===== config.mk =====
export PLATFORM = sky130hd
export DESIGN_NAME = quad_dac_regbank
export DESIGN_NICKNAME = d
export VERILOG_FILES = /design/src/rtl/qdac_pkg.sv /design/src/rtl/qdac_ctrl.sv /design/src/rtl/qdac_datapath.sv /design/src/rtl/quad_dac_regbank.sv
export SDC_FILE = /design/constraint.sdc
export NUM_CORES = 1
export LEC_CHECK = 0
export ABC_AREA = 1
export BUFFER_PORTS_ARGS = -buffer_cell sky130_fd_sc_hd__buf_4
export CAP_MARGIN = 15
export CORE_MARGIN = 5
export CORE_UTILIZATION = 56
export CTS_CLUSTER_DIAMETER = 150
export CTS_CLUSTER_SIZE = 40
export DETAILED_ROUTE_END_ITERATION = 8
export PLACE_DENSITY_LB_ADDON = 0.15
export SYNTH_ARGS = -nofsm -noshare
export SYNTH_HDL_FRONTEND = slang
export SYNTH_SLANG_ARGS = --single-unit

===== constraint.sdc =====
create_clock -name clk -period 1.45 [get_ports clk]
set_input_delay 0.145 -clock clk [delete_from_list [all_inputs] [get_ports clk]]
set_output_delay 0.145 -clock clk [all_outputs]
set_load 0.1 [all_outputs]

===== src/rtl/qdac_pkg.sv =====
package qdac_pkg;
  localparam int CH_COUNT = 4;
  localparam int WORD_W   = 16;
  localparam int GAIN_BIT = 15;
  localparam int BUF_BIT  = 14;
  localparam int CLR_BIT  = 13;
  localparam int PD_BIT   = 12;
  localparam int DATA_MSB = 11;

  typedef struct packed {
    logic [CH_COUNT-1:0] load;
    logic                commit;
    logic                clearAll;
    logic                pdValue;
  } ctlStrobes_t;
endpackage


===== src/rtl/qdac_ctrl.sv =====
module qdac_ctrl
  import qdac_pkg::*;
(
  input  logic                clk,
  input  logic                rstN,
  input  logic [CH_COUNT-1:0] chanMask,
  input  logic [WORD_W-1:0]   wrData,
  input  logic                wrStrobe,
  input  logic                seqEnd,
  output ctlStrobes_t         strobes
);
  logic pendValid;
  logic pendClr;
  logic pendPd;
  logic acceptWr;

  assign acceptWr = wrStrobe & ~seqEnd;

  always_ff @(posedge clk or negedge rstN) begin
    if (!rstN) begin
      pendValid <= 1'b0;
      pendClr   <= 1'b1;
      pendPd    <= 1'b1;
    end else if (seqEnd) begin
      pendValid <= 1'b0;
    end else if (acceptWr) begin
      pendValid <= 1'b1;
      pendClr   <= wrData[CLR_BIT];
      pendPd    <= wrData[PD_BIT];
    end
  end

  always_comb begin
    strobes.load     = acceptWr ? chanMask : '0;
    strobes.commit   = seqEnd & pendValid;
    strobes.clearAll = seqEnd & pendValid & ~pendClr;
    strobes.pdValue  = ~pendPd;
  end
endmodule


===== src/rtl/qdac_datapath.sv =====
module qdac_datapath
  import qdac_pkg::*;
#(
  parameter int DAC_BITS = 12
) (
  input  logic                         clk,
  input  logic                         rstN,
  input  ctlStrobes_t                  strobes,
  input  logic [WORD_W-1:0]            wrData,
  input  logic [CH_COUNT-1:0]          chanMask,
  output logic [CH_COUNT*DAC_BITS-1:0] dacCode,
  output logic [CH_COUNT-1:0]          gainHi,
  output logic [CH_COUNT-1:0]          refBuf,
  output logic                         powerDown,
  output logic [WORD_W-1:0]            rdWord
);
  localparam int PAD = DATA_MSB + 1 - DAC_BITS;
  localparam logic [WORD_W-1:0] KEEP = ~((WORD_W'(1) << PAD) - WORD_W'(1));

  logic [WORD_W-1:0] inWord [CH_COUNT];

  for (genvar ch = 0; ch < CH_COUNT; ch++) begin : g_chan
    always_ff @(posedge clk or negedge rstN) begin
      if (!rstN) begin
        inWord[ch]                       <= '0;
        dacCode[ch*DAC_BITS +: DAC_BITS] <= '0;
        gainHi[ch]                       <= 1'b0;
        refBuf[ch]                       <= 1'b0;
      end else if (strobes.clearAll) begin
        inWord[ch]                       <= '0;
        dacCode[ch*DAC_BITS +: DAC_BITS] <= '0;
        gainHi[ch]                       <= 1'b0;
        refBuf[ch]                       <= 1'b0;
      end else begin
        if (strobes.load[ch]) inWord[ch] <= wrData & KEEP;
        if (strobes.commit) begin
          dacCode[ch*DAC_BITS +: DAC_BITS] <= inWord[ch][DATA_MSB -: DAC_BITS];
          gainHi[ch]                       <= inWord[ch][GAIN_BIT];
          refBuf[ch]                       <= inWord[ch][BUF_BIT];
        end
      end
    end
  end

  always_ff @(posedge clk or negedge rstN) begin
    if (!rstN)               powerDown <= 1'b0;
    else if (strobes.commit) powerDown <= strobes.pdValue;
  end

  always_comb begin
    rdWord = '0;
    for (int i = CH_COUNT - 1; i >= 0; i--) begin
      if (chanMask[i]) rdWord = inWord[i];
    end
  end
endmodule


===== src/rtl/quad_dac_regbank.sv =====
module quad_dac_regbank
  import qdac_pkg::*;
#(
  parameter int DAC_BITS = 12
) (
  input  logic                         clk,
  input  logic                         rstN,
  input  logic [3:0]                   chanMask,
  input  logic [15:0]                  wrData,
  input  logic                         wrStrobe,
  input  logic                         seqEnd,
  output logic [4*DAC_BITS-1:0]        dacCode,
  output logic [3:0]                   gainHi,
  output logic [3:0]                   refBuf,
  output logic                         powerDown,
  output logic [15:0]                  rdWord
);
  ctlStrobes_t strobes;

  qdac_ctrl u_ctrl (
    .clk      (clk),
    .rstN     (rstN),
    .chanMask (chanMask),
    .wrData   (wrData),
    .wrStrobe (wrStrobe),
    .seqEnd   (seqEnd),
    .strobes  (strobes)
  );

  qdac_datapath #(.DAC_BITS(DAC_BITS)) u_dp (
    .clk       (clk),
    .rstN      (rstN),
    .strobes   (strobes),
    .wrData    (wrData),
    .chanMask  (chanMask),
    .dacCode   (dacCode),
    .gainHi    (gainHi),
    .refBuf    (refBuf),
    .powerDown (powerDown),
    .rdWord    (rdWord)
  );
endmodule


Yosys cells after proc, flatten, opt, wreduce, memory -nomap -nowiden
Cells that the tools add are included.
{"block": "word_totals", "ff_bits": 124, "wordCells": 72, "inputBits": 24, "out_inout_bits": 73}
{"block": "classes", "reduce_logical": 7, "bitwise_logic": 6, "muxes": 39}
{"cell": "$mux 16", "count": 12}
{"cell": "$mux 12", "count": 8}
{"cell": "$mux 1", "count": 18}
{"cell": "$reduce_bool 2->1", "count": 6}
{"cell": "$mux 4", "count": 1}
{"cell": "$and 1x1->1", "count": 3}
{"cell": "$not 1->1", "count": 3}
{"cell": "$reduce_and 2->1", "count": 1}

Logic depth before layout (Yosys ltp)
{"block": "logic_depth", "depth_word": 5, "ltp_mapped": 7, "depth_no_buf": 5}

Hierarchy
A second synthesis with hierarchy kept.
{"block": "hier_totals", "cells_unflattened": 625, "area_unflattened_um2": 5250.0}
{"module": "qdac_datapath", "seq_area_each_um2": 3027.9, "n_inst": 1, "cells_per_inst": 600, "area_per_inst_um2": 5079.9}
{"module": "qdac_ctrl", "seq_area_each_um2": 77.6, "n_inst": 1, "cells_per_inst": 25, "area_per_inst_um2": 170.2}

Worst setup path after synthesis
OpenSTA, ideal clock, no wires.
{"block": "synth_path", "path_kind": "in2out", "startpoint": "input port chanMask[2]", "endpoint": "output port rdWord[10]", "arrival_time_ps": 1417, "stages": 7, "n_path_buf": 2, "t_required_ps": 1305, "setup_slack_ps": -112, "path_cell_list": "buf_2 > inv_1 > buf_4 > nand3_1 > nand2_1 > nand2_1 > nand2_1"}
{"block": "synth_via", "elab_chain_cells": 3}
{"item": "from (decl)", "line_no": "quad_dac_regbank.sv:8", "text": "input logic [3:0] chanMask,"}
{"item": "$mux 16 (3 in a row)", "line_no": "qdac_datapath.sv:53", "text": "if (chanMask[i]) rdWord = inWord[i];"}
{"item": "to (decl)", "line_no": "quad_dac_regbank.sv:16", "text": "output logic [15:0] rdWord"}
No other way between the ends.

Worst setup path after layout
{"block": "layout_path", "startpoint": "register u_dp.inWord[19] (netlist name)", "endpoint": "output port rdWord[3]"}
{"block": "layout_via", "elab_chain_cells": 3}
{"item": "from (decl)", "line_no": "qdac_datapath.sv:20", "text": "logic [WORD_W-1:0] inWord [CH_COUNT];"}
{"item": "from (signal, indexed assignment)", "line_no": "qdac_datapath.sv:35", "text": "if (strobes.load[ch]) inWord[ch] <= wrData & KEEP;"}
{"item": "$mux 16 (3 in a row)", "line_no": "qdac_datapath.sv:53"}
No other way between the ends.

==> flow_metrics.tcl <==
set metrics [dict create \
    grt-ovfl-total 0 \
    clockBufferDepth 2 \
    grt_util_all_layers_pct 29.7 \
    core-area_um2 9820 \
    p_per_area_nw_per_um2 1540 \
    cts_root_buf "clkbuf_8" \
    r2r_cells 5 \
    startpoint_type "flip-flop" \
    clk-insertion-delay-late_ns 0.53 \
    first_pass_iters 5 \
    initial_utilization_pct 57.8 \
    fill_cells 666 \
    critPathKind "reg2out" \
    syn2layout_area_growth_pct 39.3 \
    final.setup_skew_ns 0.00661 \
    cts_tree "yes" \
    io_buffers 96 \
    worstMarginPinSlew_ns 0.425 \
    total_power_mw 12.2 \
    cts_num_sinks 124 \
    fp.dieW_um 111 \
    fin_setup_tns_ns -1.94 \
    grt_max_degree 114 \
    syn_inst 715 \
    antenna_found_initial 0 \
    drtIter0Drc 508 \
    yosys_warnings 0 \
    synth_cell_types 18 \
    ant_nets 0 \
    vias 5637 \
    place_congestion 0.899 \
    syn_avg_cell_area_um2 7.94 \
    arrival_ns 1.47 \
    rsz0062_at_grt "true" \
    irDropWorstVdd_mv 0.858 \
    run_status "finished, violations left" \
    cp-end-kind "output port" \
    drc_errors 0 \
    nets 890 \
    numCtsBuffers 17 \
    crit_fanout 2 \
    syn-num-nets 739 \
    grt_pass1_wl_um 29000 \
    max_slew_margin_pct 71.6 \
    clk_pin_slew_ns 0.06 \
    drv_slew 0 \
    hold_viol 0 \
    violations "negative setup slack" \
    worstPathRequired_ns 1.31 \
    hold_ws_ns 0.0182 \
    final_cell_mix "nand2_1 (292), buf_4 (146), dfrtp_1 (122), nand3_1 (79), nor2_1 (45)" \
    whs_path_depth 5 \
    routed_wl_um 17900 \
    ys_seq_area_share_pct 54.7 \
    drive_above_1_share_pct 28.1 \
    grt_pass1_vias 5630 \
    vias_per_cell 5.57 \
    p_leak_nw 4.13 \
    hp-class "in2reg" \
    setup_violations 16 \
    setup_slack_ns -0.165 \
    h-tree-depth 4 \
    period_share_pct 111 \
    fmax_mhz 619 \
    die_h_um 111 \
    final_common_cell "nand2_1" \
    n_antenna_cell 0 \
    dp_hpwl_um 11200 \
    rows 36 \
    fin_crit_ns 1.61 \
    drv_cap 0 \
    syn_area_um2 5680 \
    dieArea_um2 12200 \
    wl_per_cell_um 17.6 \
    io_pins 97 \
    ys_seq_elements 124 \
]
cell type report:
class                      instances  area (um^2)  share of cell area, %
inverter                          25         96.3                   1.22
sequential                       124         3110                   39.3
timing repair buffer             178         1650                   20.8
clock buffer                      22          463                   5.86
clock inverter                    10          139                   1.76
multi-input combinational        520         2290                   29.0
tap                              133          166                   2.10
report_power, final:
group          switching, mW  internal [mW]  leakage [nW]
Sequential             0.313           3.87          1.66
Combinational           2.64           1.08          2.19
Clock                   1.56           2.75         0.283
kinds of logic after synthesis:
kind of cell | synth area share, %
flops | 54.7
simple gates | 32.1
buf+inv | 6.64
compound gates | 6.53
routing by layer:
metal  GRT usage [%]  wire, um  vias to the layer above
met4            16.5       862                        0
met1            37.2      6920                     2712
met5               0         0                        -
met3            5.46      1170                       67
li1                -         -                     2572
met2            48.6      8900                      286
flip-flops by register name, summed over array words and instances, names as in the netlist:
| signal | cells |
|---|---|
| u_dp.dacCode | 48 |
| u_dp.gainHi | 4 |
| u_dp.powerDown | 1 |
| u_dp.refBuf | 4 |
| u_ctrl.pendValid | 1 |
| u_dp.inWord | 64 |
| u_ctrl.pendClr | 1 |
| u_ctrl.pendPd | 1 |
synthesized netlist by cell type:
cell type / instances / share of area, %
nand2_4: 2 / 0.40
dfrtp_1: 122 / 54
buf_2: 17 / 1.5
a21oi_1: 16 / 1.4
buf_6: 7 / 1.4
nand3_1: 81 / 7.1
inv_4: 1 / 0.11
nor2_1: 48 / 3.2
inv_1: 18 / 1.2
clkbuf_1: 13 / 0.86
nand2_1: 310 / 21
nand3_2: 4 / 0.71
o21ai_0: 28 / 2.5
buf_4: 9 / 1.2
o21ai_1: 30 / 2.6
dfstp_2: 2 / 0.93
inv_2: 6 / 0.40
nor2_4: 1 / 0.20
through the flow:
stage          cell area (um^2)  setup slack [ns]  instances  util (%)
6_report                   7910            -0.165       1012      80.5
5_1_grt                    7910            -0.208       1012      80.5
3_3_place_gp               6580             0.138        922      67.0
4_1_cts                    7760            -0.156        998      79.0
3_5_place_dp               6580             0.138        922      67.0
2_1_floorplan              5700           0.00263        715         -
critical path: stages, from the launching register on:
cell     delay, ns
dfrtp_1       0.42
a21oi_2       0.15
nand2_1       0.07
nand2_1       0.08
nand2_2       0.07
buf_12        0.16
what timing repair did:
action	CTS	global route
endpoints found under the setup margin	16	16
gates resized for setup	59	11
setup buffers	35	14
endpoints found under the hold margin	140	0
pin swaps	27	9
hold buffers	9	0
path summary, 6_finish.rpt:
| check | start | to | slack, ns |
|---|---|---|---|
| worst max-delay path | u_dp.inWord[19] | rdWord[3] | -0.16 |
| worst min-delay path | wrData[5] | u_dp.inWord[5] | 0.02 |
| worst max register to register | u_ctrl.pendValid | u_dp.inWord[58] | 0.12 |
| worst min register to register | u_dp.powerDown | u_dp.powerDown | 0.49 |
| max in group asynchronous | rstN | u_dp.dacCode[10] | 0.79 |
| min in group asynchronous | rstN | u_dp.dacCode[14] | 0.09 |
Power figures use the tool's default switching activity.
